<file path="src/rtl/pio_enc_pkg.sv">
package pio_enc_pkg;
  localparam int NS_W  = 10;
  localparam int CNT_W = 8;
  localparam logic [2:0] MODE_ABSENT = 3'd7;

  // Nanosecond figure for a mode and field (0 setup, 1 active, 2 recovery).
  function automatic logic [NS_W-1:0] pio_ns(input logic [1:0] mode, input logic [1:0] fld);
    logic [NS_W-1:0] s, a, c;
    case (mode)
      2'd0: begin s = 10'd70; a = 10'd165; c = 10'd600; end
      2'd1: begin s = 10'd50; a = 10'd125; c = 10'd383; end
      2'd2: begin s = 10'd30; a = 10'd100; c = 10'd240; end
      default: begin s = 10'd30; a = 10'd80; c = 10'd180; end
    endcase
    case (fld)
      2'd0: pio_ns = s;
      2'd1: pio_ns = a;
      default: pio_ns = c - s - a;
    endcase
  endfunction

  function automatic logic [CNT_W-1:0] clampv(input logic [CNT_W-1:0] v,
                                              input logic [CNT_W-1:0] lo,
                                              input logic [CNT_W-1:0] hi);
    if (v < lo) clampv = lo;
    else if (v > hi) clampv = hi;
    else clampv = v;
  endfunction
endpackage

</file>
<file path="src/rtl/pio_enc_div.sv">
module pio_enc_div #(
  parameter int W       = 19,
  parameter int DIVISOR = 1000
) (
  input  logic         clk,
  input  logic         rst,
  input  logic         start,
  input  logic [W-1:0] dividend,
  output logic         done,
  output logic [W-1:0] quotient
);
  localparam int RW  = $clog2(DIVISOR);
  localparam int CW  = $clog2(W + 1);
  localparam logic [RW:0] DIV_C = DIVISOR[RW:0];

  logic [RW-1:0] rem_q;
  logic [W-1:0]  dq_q;
  logic [CW-1:0] cnt_q;
  logic          run_q;
  logic [RW:0]   trial;
  logic          qbit;
  logic [RW-1:0] rem_n;

  always_comb begin
    trial = {rem_q, dq_q[W-1]};
    qbit  = (trial >= DIV_C);
    rem_n = qbit ? RW'(trial - DIV_C) : trial[RW-1:0];
  end

  always_ff @(posedge clk) begin
    if (rst) begin
      rem_q <= '0;
      dq_q  <= '0;
      cnt_q <= '0;
      run_q <= 1'b0;
      done  <= 1'b0;
    end else begin
      done <= 1'b0;
      if (start) begin
        rem_q <= '0;
        dq_q  <= dividend;
        cnt_q <= CW'(W);
        run_q <= 1'b1;
      end else if (run_q) begin
        rem_q <= rem_n;
        dq_q  <= {dq_q[W-2:0], qbit};
        cnt_q <= cnt_q - 1'b1;
        if (cnt_q == CW'(1)) begin
          run_q <= 1'b0;
          done  <= 1'b1;
        end
      end
    end
  end

  assign quotient = dq_q;
endmodule

</file>
<file path="src/rtl/pio_enc_pack.sv">
module pio_enc_pack
  import pio_enc_pkg::*;
#(
  parameter bit PREFETCH = 1'b1,
  parameter int READY    = 2
) (
  input  logic [1:0][2:0][CNT_W-1:0] raw_i,
  input  logic [1:0]                 absent_i,
  output logic [1:0][7:0]            cyc_o,
  output logic [7:0]                 misc_o
);
  logic [1:0][CNT_W-1:0] addr;

  for (genvar d = 0; d < 2; d++) begin : g_drv
    logic [CNT_W-1:0] ad, dt, rc;
    always_comb begin
      if (absent_i[d]) begin
        ad = CNT_W'(1);
        dt = CNT_W'(1);
        rc = CNT_W'(2);
      end else begin
        ad = clampv(raw_i[d][0], CNT_W'(1), CNT_W'(4));
        dt = clampv(raw_i[d][1], CNT_W'(1), CNT_W'(16));
        rc = clampv(raw_i[d][2], CNT_W'(2), CNT_W'(17));
      end
      addr[d]  = ad;
      cyc_o[d] = {4'(dt - CNT_W'(1)), 4'(rc - CNT_W'(2))};
    end
  end

  logic [CNT_W-1:0] ax;
  always_comb begin
    ax     = (addr[0] > addr[1]) ? addr[0] : addr[1];
    misc_o = {1'b0, PREFETCH, 2'(ax - CNT_W'(1)), 3'(READY - 2), 1'b0};
  end
endmodule

</file>
<file path="src/rtl/pio_enc_top.sv">
module pio_enc_top
  import pio_enc_pkg::*;
#(
  parameter int MHZ_W    = 8,
  parameter bit PREFETCH = 1'b1
) (
  input  logic             clk,
  input  logic             rst,
  input  logic             start_i,
  input  logic [MHZ_W-1:0] bus_mhz_i,
  input  logic [2:0]       mode0_i,
  input  logic [2:0]       mode1_i,
  output logic             busy_o,
  output logic             valid_o,
  output logic [7:0]       cyc0_o,
  output logic [7:0]       cyc1_o,
  output logic [7:0]       misc_o
);
  localparam int DVD_W   = NS_W + MHZ_W + 1;
  localparam int DIVISOR = 1000;

  typedef enum logic [1:0] {S_IDLE, S_ISSUE, S_WAIT, S_PACK} state_e;
  state_e state_q;

  logic [MHZ_W-1:0]          lat_mhz;
  logic [1:0][1:0]           lat_mode;
  logic [1:0]                lat_abs;
  logic                      drv_q;
  logic [1:0]                fld_q;
  logic [1:0][2:0][CNT_W-1:0] raw_q;

  logic             div_start, div_done;
  logic [DVD_W-1:0] dividend, quotient;
  logic [NS_W-1:0]  ns_cur;
  logic [CNT_W-1:0] q_sat;
  logic [1:0][7:0]  cyc_n;
  logic [7:0]       misc_n;

  function automatic logic [1:0] lim_mode(input logic [2:0] m);
    return (m > 3'd3) ? 2'd3 : m[1:0];
  endfunction

  always_comb begin
    div_start = (state_q == S_ISSUE);
    ns_cur    = pio_ns(lat_mode[drv_q], fld_q);
    dividend  = DVD_W'(ns_cur) * DVD_W'(lat_mhz) + DVD_W'(DIVISOR - 1);
    q_sat     = (|quotient[DVD_W-1:CNT_W]) ? {CNT_W{1'b1}} : quotient[CNT_W-1:0];
  end

  pio_enc_div #(.W(DVD_W), .DIVISOR(DIVISOR)) div_i (
    .clk(clk), .rst(rst), .start(div_start), .dividend(dividend),
    .done(div_done), .quotient(quotient)
  );

  pio_enc_pack #(.PREFETCH(PREFETCH), .READY(2)) pack_i (
    .raw_i(raw_q), .absent_i(lat_abs), .cyc_o(cyc_n), .misc_o(misc_n)
  );

  always_ff @(posedge clk) begin
    if (rst) begin
      state_q  <= S_IDLE;
      lat_mhz  <= '0;
      lat_mode <= '0;
      lat_abs  <= '0;
      drv_q    <= 1'b0;
      fld_q    <= '0;
      raw_q    <= '0;
      valid_o  <= 1'b0;
      cyc0_o   <= '0;
      cyc1_o   <= '0;
      misc_o   <= '0;
    end else begin
      valid_o <= 1'b0;
      case (state_q)
        S_IDLE: if (start_i) begin
          lat_mhz     <= bus_mhz_i;
          lat_mode[0] <= lim_mode(mode0_i);
          lat_mode[1] <= lim_mode(mode1_i);
          lat_abs     <= {mode1_i == MODE_ABSENT, mode0_i == MODE_ABSENT};
          drv_q       <= 1'b0;
          fld_q       <= '0;
          state_q     <= S_ISSUE;
        end
        S_ISSUE: state_q <= S_WAIT;
        S_WAIT: if (div_done) begin
          raw_q[drv_q][fld_q] <= q_sat;
          if (fld_q == 2'd2) begin
            fld_q <= '0;
            if (drv_q) state_q <= S_PACK;
            else begin
              drv_q   <= 1'b1;
              state_q <= S_ISSUE;
            end
          end else begin
            fld_q   <= fld_q + 2'd1;
            state_q <= S_ISSUE;
          end
        end
        default: begin
          cyc0_o  <= cyc_n[0];
          cyc1_o  <= cyc_n[1];
          misc_o  <= misc_n;
          valid_o <= 1'b1;
          state_q <= S_IDLE;
        end
      endcase
    end
  end

  assign busy_o = (state_q != S_IDLE);
endmodule

</file>
<file path="config.mk">
export PLATFORM = sky130hd
export DESIGN_NAME = pio_enc_top
export DESIGN_NICKNAME = d
export VERILOG_FILES = /design/src/rtl/pio_enc_pkg.sv /design/src/rtl/pio_enc_div.sv /design/src/rtl/pio_enc_pack.sv /design/src/rtl/pio_enc_top.sv
export SDC_FILE = /design/constraint.sdc
export NUM_CORES = 1
export LEC_CHECK = 0
export BUFFER_PORTS_ARGS = -buffer_cell sky130_fd_sc_hd__buf_2
export CAP_MARGIN = 20
export CORE_ASPECT_RATIO = 0.75
export CORE_UTILIZATION = 55
export CTS_CLUSTER_DIAMETER = 30
export CTS_CLUSTER_SIZE = 12
export DETAILED_ROUTE_END_ITERATION = 7
export PLACE_DENSITY = 0.73
export SKIP_CTS_REPAIR_TIMING = 1
export SYNTH_ARGS = -nofsm -noshare
export SYNTH_HDL_FRONTEND = slang
export SYNTH_SLANG_ARGS = --single-unit
export TNS_END_PERCENT = 1
</file>
<file path="constraint.sdc">
create_clock -name clk -period 11 [get_ports clk]
set_input_delay 0.55 -clock clk [delete_from_list [all_inputs] [get_ports clk]]
set_output_delay 0.55 -clock clk [all_outputs]
set_load 0.01 [all_outputs]
</file>
Word-level counts from Yosys, hierarchy flattened
Index checks and enable logic that the tools add are counted.
Widths: inputs -> output; s select.
{ "word_totals": {"ff_bits": 123, "inputBits": 17, "output_inout_bits": 26, "word_cells": 141} }
{ "classes": {"add_sub_neg": 11, "mul": 1, "magnitude_cmp": 20, "n_eq_ne": 12, "muxes": 56, "n_bitwise": 1, "reduce_logical": 17} }
{ "op_table": {"columns": ["op", "n"], "rows": [
  ["$mux 8", 8],
  ["$bwmux 48", 1],
  ["$mux 4", 12],
  ["$mux 19", 2],
  ["$gt 8x5->1 const B", 4],
  ["$lt 8x1->1 const B", 4],
  ["$pmux 10 s3", 1],
  ["$demux 24 s1", 1],
  ["$mux 2", 12],
  ["$mux 24", 1],
  ["$pmux 8 s3", 1],
  ["$pmux 10 s2", 1],
  ["$sub 10x10->10", 2],
  ["$add 18x10->19 const B", 1],
  ["$mul 10x8->18", 1],
  ["$demux 8 s2", 1],
  ["$gt 8x3->1 const B", 2],
  ["$lt 8x2->1 const B", 2],
  ["$pmux 7 s2", 1],
  ["$ge 11x10->1 const B", 1],
  ["$reduce_or 11->1", 1],
  ["$mux 10", 1],
  ["$mux 5", 2],
  ["$sub 10x10->10 const B", 1],
  ["30 further kinds", 54]
]} }

Longest topological paths before layout
Gate-level depths: netlist (run 1).
{ "logic_depth": {"depth_word": 10, "ltp_mapped": 21, "ltp_nobuf": 19} }

Hierarchy
Synthesis (run 1) repeated with hierarchy kept, for this count alone.
{ "unflattened": {"hier_cells": 1061, "area_unflattened_um2": 8639.5} }
{ "by_module_without_submodules": {"columns": ["module", "instances", "cells_per_inst", "area_per_inst_um2", "seq_area_each_um2"], "rows": [
  ["pio_enc_top", 1, 751, 6208.5, 1841.8],
  ["pio_enc_div", 1, 202, 1694.1, 720.7],
  ["pio_enc_pack", 1, 108, 737.0, 0.0]
]} }

Worst setup path before layout (run 1)
OpenSTA, ideal clock, no wires.
{ "synth_timing": {"path_kind": "reg-to-reg", "from": "register drv_q", "to": "register div_i.dq_q[16] (netlist: div_i.quotient[16])", "setup_ns": 0.115, "t_arrival_ns": 5.130, "t_required_ns": 10.885, "setup_slack_ns": 5.756, "stages_incl_launch_ff": 17, "n_path_buf": 1, "period_less_slack_ns": 5.244, "path_cell_list": "dfxtp_1 -> buf_2 -> mux2_2 -> o31ai_1 -> and2_1 -> fa_1 -> fa_1 -> inv_1 -> fa_1 -> fa_1 -> inv_1 -> ha_1 -> a211oi_1 -> o21ai_0 -> and2_1 -> o211a_1 -> a2111oi_0"} }
{ "synth_via": {"elab_chain_len": 10, "elab_cells_between_ends": 14, "classes_between": "add/sub (3); mul (1); eq/ne (2); mux (7); reduce/logical (1)"} }
{ "synth_rtl": {"columns": ["element", "line_no", "text"], "rows": [
  ["from (decl)", "pio_enc_top.sv:28", "logic drv_q;"],
  ["from (signal assigned)", "pio_enc_top.sv:65", "drv_q <= 1'b0;"],
  ["from (signal assigned)", "pio_enc_top.sv:80", "drv_q <= 1'b0;"],
  ["from (signal assigned)", "pio_enc_top.sv:91", "drv_q <= 1'b1;"],
  ["$mux 2 (not written as such) (*) (2 in series)", "pio_enc_top.sv:45", "ns_cur = pio_ns(lat_mode[drv_q], fld_q);"],
  ["$eq 2x2->1, or another cell as far along", "pio_enc_pkg.sv:9", "case (mode)"],
  ["$pmux 10 s3 or $pmux 7 s2 (tied branches)", "pio_enc_pkg.sv:9", null],
  ["$sub 10x10->10 (2 in series)", "pio_enc_pkg.sv:18", "default: pio_ns = c - s - a;"],
  ["$pmux 10 s2 (*)", "pio_enc_pkg.sv:15", "case (fld)"],
  ["$mul 10x8->18 (*)", "pio_enc_top.sv:46", "dividend = DVD_W'(ns_cur) * DVD_W'(lat_mhz) + DVD_W'(DIVISOR - 1);"],
  ["$add 18x10->19 (*)", "pio_enc_top.sv:46", null],
  ["$mux 19 (*)", "pio_enc_div.sv:39", "if (start) begin"],
  ["to (signal assigned)", "pio_enc_div.sv:41", "dq_q <= dividend;"],
  ["to (signal assigned)", "pio_enc_div.sv:46", "dq_q <= {dq_q[W-2:0], qbit};"],
  ["to (decl)", "pio_enc_div.sv:17", "logic [W-1:0] dq_q;"]
]} }
Every way passes the cells marked *; elsewhere a longest branch is shown, timed or not. The select of a mux whose other input is x is not followed.
A chain may end at the register's enable or synchronous reset.

Worst setup path after layout (run 1)
Same ends and word-level chain as after synthesis.

==> results of run 1 <==
-- routing by layer --
metal | GRT usage | wire (µm) | share of wire
met4 | 0.0639 | 178 | 0.0094
met2 | 0.347 | 7930 | 0.42
met3 | 0.0500 | 943 | 0.050
met5 | 0 | 0 | 0
met1 | 0.377 | 9890 | 0.52
-- worst paths after layout --
kind / start / endpoint / slack, ps / depth (start not counted)
worst max-delay path: drv_q / div_i.quotient[16] / 4940 / 16
worst min-delay path: bus_mhz_i[0] / lat_mhz[0] / 350 / 3
worst max register to register: drv_q / div_i.quotient[16] / 4940 / 16
worst min register to register: cyc0_o[1] / cyc0_o[1] / 450 / 2
-- per-stage QoR --
stage	hold slack, ps	instance area [µm²]	setup WS [ps]
global route	356	9440	4510
finish	353	9440	4940
global placement	440	8890	5200
floorplan	446	8710	5760
detailed placement	447	8890	5120
CTS	343	9440	5020
-- power breakdown --
group	internal, W	switching [W]
registers	0.000463	0.0000216
clock network	0.000299	0.000208
logic	0.000139	0.000246
-- Yosys cell counts (all sizes together) (6+ instances only) --
cell / instances
or4: 6
mux2i: 16
nor3: 20
buf: 30
a211oi: 57
o21ai: 26
nor2b: 10
nor4: 16
nand2: 102
nand4: 7
nand2b: 14
fa: 52
nor2: 127
clkbuf: 35
xor2: 12
ha: 60
and3: 8
or3: 11
inv: 93
and2: 41
o211ai: 11
dfxtp: 123
a21oi: 79
-- state kept, by name, summed over array words and instances (netlist names) --
signal and cells:
raw_q 48, div_i.quotient 19, div_i.rem_q 10, cyc0_o 8, cyc1_o 8, lat_mhz 8, div_i.cnt_q 5, lat_mode 4
misc_o 3, fld_q 2, lat_abs 2, state_q 2, div_i.done 1, div_i.run_q 1, drv_q 1, valid_o 1
-- logic make-up after synthesis --
logic type / count (synthesis) / share of synthesized area
and+or+nand+nor: 376 / 0.224
muxes: 18 / 0.0212
xor gates and xnor gates: 17 / 0.0173
DFF: 123 / 0.286
AOI/OAI and AO/OA: 221 / 0.167
other: 2 / 0.000871
buffers and inverters: 158 / 0.0738
adders and majority gates: 114 / 0.210
-- worst min-delay path, cell delays in order --
cell and delay, ps:
buf_2 90, nand2_1 40, a21oi_1 50
-- final cells by class --
type                       count  area [µm²]
tap                          205         256
clock buffer                  19         453
timing repair buffer          41         218
multi-input combinational    770        5610
clock inverter                13        95.1
fill                        1313        5830
inverter                      93         349
sequential                   123        2460
-- cells in the final DEF (no fill, tap or decap), types with 6 or more instances in the layout --
cell and instances:
or3_1 11, nand2b_1 14, nor3_1 20, and2_1 41, mux2i_1 16, buf_2 36, o211ai_1 11, nor4_1 6
nand2_1 101, conb_1 24, dfxtp_1 123, and3_1 8, nor2_1 125, inv_1 93, or4_1 6, nor4_4 10
fa_1 52, xor2_1 12, a211oi_1 57, nor2b_1 10, clkinvlp_4 6, clkbuf_16 17, o21ai_0 23, ha_1 60
nand4_1 7, a21oi_1 79
==> results.json, run 1 <==
{
  "grt_antenna_before_repair": 0,
  "end_kind": "flip-flop",
  "syn_to_final_growth_pct": 9.47,
  "drt_iter0_markers": 508,
  "cp_data_arrival_time_ps": 6350,
  "rows": 39,
  "power_w": 0.00138,
  "gr-total-overflow": 0,
  "period_needed_ps": 6060,
  "cpMostUsedCell": "fa_1",
  "fin_nets": 1175,
  "yosys_warnings": 0,
  "syn_area_um2": 8620,
  "leakage_nw": 3.97,
  "clock_skew_ps": 16.9,
  "yosysSeqAreaShare": 0.286,
  "cpLargestDelayFamily": "adder cells",
  "ios": 43,
  "cp_slowest_cell": "mux2i_1",
  "grt_pass1_wl_um": 31900,
  "clock_latency_ps": 430,
  "initial_utilization": 0.565,
  "drt_wl_total_um": 18900,
  "firstDrtPassIters": 8,
  "wire_per_inst_um": 15.0,
  "numCtsBuffers": 17,
  "route.detailed.drc": 0,
  "synth_area_leaders": "dfxtp_1 (29%), fa_1 (12%), ha_1 (8.7%), nor2_1 (5.4%), a211oi_1 (5.0%)",
  "final_cell_count_no_fill": 1264,
  "drive_gt1_frac": 0.0897,
  "htree_levels": 4,
  "hold_path_class": "primary input to flip-flop",
  "synthesis.instances": 1029,
  "dieArea_um2": 16200,
  "ir_drop_mv": 0.111,
  "ant_nets": 0,
  "crit_fanout": 11,
  "cp_num_buf_inv": 2,
  "cts_root_buffer": "clkbuf_16",
  "finalHoldViolCount": 0,
  "ys_types": 64,
  "cts_max_path_buffers": 2,
  "slew-limit-headroom": 0.297,
  "synth-async-reset-ratio": 0,
  "synth_area_leader_cell": "dfxtp_1",
  "clock.fmax_mhz": 165,
  "final-setup-viol-count": 0,
  "grt_pass1_vias": 6346,
  "clk_pin_slew_ps": 60,
  "cts_tree": "built",
  "final_util": 0.618,
  "cp-start-kind": "flip-flop",
  "cp_data_required_time_ps": 11290,
  "die_h_um": 110,
  "io_buffer_count": 37,
  "fp.dieW_um": 147,
  "powerDensity_nw_per_um2": 146,
  "finalMaxSlewViolations": 0,
  "worstSetupPathType": "flip-flop to flip-flop",
  "track_usage": 0.246,
  "cts.sink_count": 123,
  "maxCapViolCount": 0,
  "antennaDiodeCount": 0,
  "synth_top_area_share": 0.286,
  "rsz0062_at_grt": "false",
  "syn_avg_cell_area_um2": 8.38,
  "worst_pin_slew_ps": 1050,
  "status": "completed",
  "core_area_um2": 15300,
  "synth_edf_count": 0,
  "via_count": 6968,
  "gp_congestion": 0.861,
  "grt_max_degree": 74,
  "ys_ff_latch": 123,
  "path_cells": "mux2i_1 -> a21oi_1 -> or3_1 -> and2_1 -> fa_1 -> fa_1 -> inv_1 -> fa_1 -> fa_1 -> inv_1 -> ha_1 -> a211oi_1 -> o21ai_0 -> and2_1 -> o211a_1 -> a2111oi_0",
  "slowest_delay_ps": 670,
  "dp_cells": 1232,
  "post-dp-hpwl_um": 13800,
  "tns_ps": 0,
  "synth_ff_type": "dfxtp_1",
  "timing.final.crit_share": 0.551,
  "viasPerCell": 5.51
}
No activity file was read; power rests on OpenSTA's default activity.
==> run 2: changes to the inputs <==
Settings changed: ABC_AREA set to 1, PLACE_DENSITY 0.73 to 0.76.
Clock period 11 ns to 5 ns, I/O delays scaled along.
==> results.json, run 2 <==
{
  "endpoint": "div_i.quotient[11]",
  "syn_avg_cell_area_um2": 6.96,
  "powerDensity_nw_per_um2": 383,
  "gp_congestion": 0.943,
  "synth_ff_type": "dfxtp_1",
  "power.share.sequential": 0.281,
  "fill_cells": 1357,
  "r2r_start": "drv_q",
  "post-synth-top-count-cell": "inv_1",
  "synth_top_area_share": 0.282,
  "cp_num_buf_inv": 8,
  "cpMostUsedCell": "nand2_1",
  "core_area_um2": 15400,
  "wire_per_inst_um": 13.7,
  "grt_pass1_wl_um": 35100,
  "via_count": 7869,
  "p_int_w": 0.00232,
  "cts.sink_count": 123,
  "synth_area_leaders": "dfxtp_1 (28%), inv_1 (12%), fa_1 (12%), nand2_1 (9.4%), ha_1 (8.6%)",
  "numCtsBuffers": 17,
  "cts_max_path_buffers": 2,
  "dp_slack_ps": 48.7,
  "busiest_layer": "met1",
  "clock_skew_ps": 9.29,
  "yosys_warnings": 0,
  "grt_util_met1": 0.411,
  "grtUsageMet3": 0.0704,
  "ys_types": 40,
  "hold_path_class": "primary input to flip-flop",
  "status": "completed",
  "drt_wl_total_um": 20900,
  "cts_tree": "built",
  "cp.depth": 26,
  "rows": 39,
  "whs_ps": 86.7,
  "rsz0062_at_grt": "true",
  "ios": 43,
  "final_common_cell": "inv_1",
  "gr-total-overflow": 0,
  "maxCapViolCount": 0,
  "switchingPower_w": 0.00150,
  "end_kind": "flip-flop",
  "htree_levels": 4,
  "io_buffer_count": 37,
  "slowest_delay_ps": 560,
  "timing.final.crit_share": 0.949,
  "cp_slowest_cell": "fa_1",
  "grt_pass1_vias": 7010,
  "leakage_nw": 5.10,
  "ys_ff_latch": 123,
  "final_cell_mix": "inv_1 (281), nand2_1 (210), dfxtp_1 (120)",
  "final-setup-viol-count": 0,
  "cp_data_arrival_time_ps": 5020,
  "yosysSeqAreaShare": 0.282,
  "route.detailed.drc": 0,
  "cpLargestDelayFamily": "adder cells",
  "finalMaxSlewViolations": 0,
  "r2r-end": "div_i.quotient[11]",
  "crit_fanout": 6,
  "post-dp-hpwl_um": 15700,
  "syn_to_final_growth_pct": 13.7,
  "track_usage": 0.269,
  "antennaDiodeCount": 0,
  "ff2ff_setup_slack_ps": 260,
  "r2r_cells": 26,
  "cts_root_buffer": "clkbuf_16",
  "largest_register": "raw_q",
  "grt_antenna_before_repair": 0,
  "fp.dieW_um": 148,
  "worst_pin_slew_ps": 972,
  "fin_nets": 1442,
  "worstSetupPathType": "flip-flop to flip-flop",
  "firstDrtPassIters": 6,
  "ant_nets": 0,
  "drt_iter0_markers": 666,
  "dp_cells": 1494,
  "synth_common_cells": "inv_1 (284), nand2_1 (218), dfxtp_1 (123)",
  "synth_area_leader_cell": "dfxtp_1",
  "viasPerCell": 5.14,
  "synthesis.instances": 1256,
  "cp-start-kind": "flip-flop",
  "clock_latency_ps": 420,
  "die_h_um": 111,
  "power_frac_comb": 0.384,
  "synth_edf_count": 0,
  "largest_register_ffs": 48,
  "final_cell_count_no_fill": 1531,
  "startpoint": "drv_q",
  "slew-limit-headroom": 0.351,
  "ir_drop_mv": 0.284,
  "drive_gt1_frac": 0.100,
  "clk_pin_slew_ps": 60,
  "initial_utilization": 0.569,
  "grt_max_degree": 34,
  "dieArea_um2": 16400,
  "met2_usage": 0.375,
  "finalHoldViolCount": 0,
  "syn_area_um2": 8750,
  "cp_data_required_time_ps": 5270,
  "switching_share": 0.392,
  "synth-async-reset-ratio": 0,
  "clock.fmax_mhz": 211,
  "p_clk_frac": 0.335,
  "worst_slack_ps": 256,
  "period_needed_ps": 4740
}
-- run 2: cell types whose count changed in the layout (fill, tap and decap cells not counted), moves of 33 or more --
| cell | delta |
|---|---|
| nand3_1 | +56 |
| and2_1 | -39 |
| inv_1 | +188 |
| a21oi_1 | +33 |
| o21ai_0 | +58 |
| a211oi_1 | -55 |
| nand2_1 | +109 |
-- run 2: kinds of logic after synthesis --
| logic type | Yosys count | synth area share |
|---|---|---|
| buffers and inverters | 327 | 0.144 |
| other | 2 | 0.000859 |
| flip-flops | 123 | 0.282 |
| XOR/XNOR | 10 | 0.0100 |
| adder cells (fa/ha/maj) | 112 | 0.205 |
| AND/OR/NAND/NOR | 430 | 0.206 |
| AO/OA/AOI/OAI | 252 | 0.152 |
-- run 2: worst reg2reg max path: stages (launching register included) --
cell	delay, ps
dfxtp_2	360
inv_2	70
nand2_1	100
nand2_4	90
inv_1	80
nor2_1	40
inv_1	80
o21ai_1	100
nor2_2	170
buf_4	140
inv_2	50
nor2_2	130
fa_2	460
fa_1	520
fa_1	560
inv_1	80
fa_1	500
inv_1	80
ha_4	290
buf_4	120
nand2_1	90
nor2_1	90
nand2_1	80
nand2_1	70
nand2_1	50
nand3_1	130
a21oi_1	80
-- run 2: layer usage --
layer / vias up / routed length, µm
met5: - / 0
met4: 0 / 164
met3: 17 / 1940
met2: 298 / 8430
met1: 3541 / 10400
li1: 4013 / -
-- run 2: metrics by stage --
stage	utilization	power (W)	TNS, ps	cell area [µm²]
after floorplan	-	0.00198	0	8830
after global placement	0.597	0.00237	0	9180
after detailed placement	0.597	0.00237	0	9180
after CTS	0.637	0.00366	0	9790
after global routing	0.647	0.00405	-160	9950
final	0.647	0.00381	0	9950
-- run 2: how the worst min path moves through the flow --
stage,endpoint,start,cells past startpoint,slack (ps)
after floorplan,lat_mode[0],mode0_i[0],2,390
after global placement,misc_o[6],misc_o[6],2,440
after detailed placement,misc_o[6],misc_o[6],2,440
after CTS,lat_mode[0],mode0_i[0],3,80
after global routing,lat_mode[0],mode0_i[0],3,100
final,lat_mode[2],mode1_i[0],3,90
-- run 2: area by class of cell --
class | instances | area [µm²] | area share
repair buffers | 52 | 298 | 0.0299
multi-input cells | 828 | 5220 | 0.525
clock buffers | 17 | 425 | 0.0428
inverters | 291 | 1090 | 0.110
clock inverters | 15 | 188 | 0.0189
flip-flops and latches | 123 | 2470 | 0.248
well taps | 205 | 256 | 0.0258
-- run 2: power groups by stage --
stage          Combinational [W]  Sequential (W)  Clock (W)
2_1_floorplan           0.000905         0.00108          0
3_3_place_gp             0.00128         0.00109          0
3_5_place_dp             0.00128         0.00109          0
4_1_cts                  0.00130         0.00107    0.00129
5_1_grt                  0.00164         0.00108    0.00133
6_report                 0.00146         0.00107    0.00128
==> run 3: changes to the inputs <==
Settings changed: CORE_UTILIZATION 55 to 41, PLACE_DENSITY 0.76 to unset.
==> results.json, run 3 (synthesis gave the netlist of run 2 again) <==
{
  "status": "completed",
  "cts_tree": "built",
  "cts.sink_count": 123,
  "leakage_nw": 5.09,
  "cp_data_arrival_time_ps": 5050,
  "cp-start-kind": "flip-flop",
  "cts_root_buffer": "clkbuf_16",
  "ios": 43,
  "drt_iter0_markers": 552,
  "firstDrtPassIters": 5,
  "power_frac_comb": 0.387,
  "crit_fanout": 6,
  "antennaDiodeCount": 0,
  "track_usage": 0.195,
  "slew-limit-headroom": 0.338,
  "finalMaxSlewViolations": 0,
  "final-setup-viol-count": 0,
  "end_kind": "flip-flop",
  "fp.dieW_um": 171,
  "hold_path_class": "primary input to flip-flop",
  "die_h_um": 128,
  "grt_pass1_vias": 6789,
  "grt_pass1_wl_um": 34100,
  "final_common_cell": "inv_1",
  "timing.final.crit_share": 0.958,
  "rsz0062_at_grt": "true",
  "dp_cells": 1573,
  "worst_pin_slew_ps": 991,
  "final_cell_count_no_fill": 1607,
  "syn_to_final_growth_pct": 14.3,
  "largest_register_ffs": 48,
  "cp_data_required_time_ps": 5260,
  "gr-total-overflow": 0,
  "switching_share": 0.407,
  "drt_wl_total_um": 20600,
  "viasPerCell": 4.75,
  "fin_nets": 1441,
  "grt_max_degree": 79,
  "worstSetupPathType": "flip-flop to flip-flop",
  "powerDensity_nw_per_um2": 367,
  "initial_utilization": 0.426,
  "p_int_w": 0.00217,
  "switchingPower_w": 0.00149,
  "core_area_um2": 20600,
  "drive_gt1_frac": 0.0943,
  "clock_skew_ps": 11.8,
  "clock_latency_ps": 410,
  "gp_congestion": 0.883,
  "largest_register": "raw_q",
  "htree_levels": 4,
  "p_clk_frac": 0.321,
  "ir_drop_mv": 0.233,
  "rows": 45,
  "clock.fmax_mhz": 209,
  "grt_antenna_before_repair": 0,
  "io_buffer_count": 37,
  "maxCapViolCount": 0,
  "ant_nets": 0,
  "finalHoldViolCount": 0,
  "final_cell_mix": "inv_1 (283), nand2_1 (212), dfxtp_1 (121)",
  "whs_ps": 98.6,
  "period_needed_ps": 4790,
  "power.share.sequential": 0.291,
  "wire_per_inst_um": 12.8,
  "clk_pin_slew_ps": 60,
  "dieArea_um2": 21900,
  "post-dp-hpwl_um": 15700,
  "cts_max_path_buffers": 2,
  "numCtsBuffers": 17,
  "via_count": 7628,
  "route.detailed.drc": 0
}
run 3: routing by layer:
metal  global-route usage  part of all wire  vias up
li1                     -                 -     4009
met1                0.313              0.55     3403
met2                0.266              0.38      209
met3               0.0360             0.061        7
met4               0.0350            0.0043        0
met5                    0                 0        -
run 3: power by group through the flow:
stage | sequential (W) | combinational, W | clock [W]
6_report | 0.00107 | 0.00142 | 0.00118
3_3_place_gp | 0.00109 | 0.00128 | 0
2_1_floorplan | 0.00108 | 0.000905 | 0
5_1_grt | 0.00108 | 0.00161 | 0.00126
4_1_cts | 0.00107 | 0.00130 | 0.00120
3_5_place_dp | 0.00109 | 0.00128 | 0
run 3: final timing paths:
| check | start | slack (ps) | cells after the start | to |
|---|---|---|---|---|
| setup / recovery | drv_q | 210 | 26 | div_i.quotient[14] |
| hold reg to reg | misc_o[6] | 450 | 2 | misc_o[6] |
| hold / removal | mode0_i[0] | 100 | 3 | lat_mode[0] |
| setup reg to reg | drv_q | 210 | 26 | div_i.quotient[14] |
run 3: cell type report:
| cell class | count | area (µm²) |
|---|---|---|
| fillers | 2075 | 10600 |
| multi-input cells | 828 | 5230 |
| clock inverters | 15 | 146 |
| repair buffers | 51 | 290 |
| flip-flops and latches | 123 | 2460 |
| well taps | 282 | 353 |
| inverters | 291 | 1090 |
| clock buffers | 17 | 425 |
run 3: worst max-delay path: stages, from the launching register on:
cell	delay, ps
dfxtp_2	360
inv_2	50
nand2_1	100
nand2_4	100
inv_1	80
nor2_1	40
inv_1	70
o21ai_0	90
nor2_2	220
buf_4	150
nand2_1	50
fa_1	500
fa_1	510
inv_1	60
fa_1	540
inv_1	60
fa_1	550
inv_1	70
ha_4	260
a21oi_1	200
nor2_1	60
nor2_1	80
nand2_1	110
nand2_1	110
nand3b_1	80
nand3_1	80
a21oi_1	60
run 3: metrics by stage:
step                      setup TNS [ps]  area, µm²  power (W)  setup slack, ps  utilization
after global placement                 0       9290    0.00237              101        0.452
after detailed placement               0       9290    0.00237             23.9        0.452
after floorplan                        0       8830    0.00198              491            -
final                                  0      10000    0.00367              212        0.487
after global routing                -161      10000    0.00395            -44.1        0.487
after CTS                          -14.1       9860    0.00357            -14.1        0.480
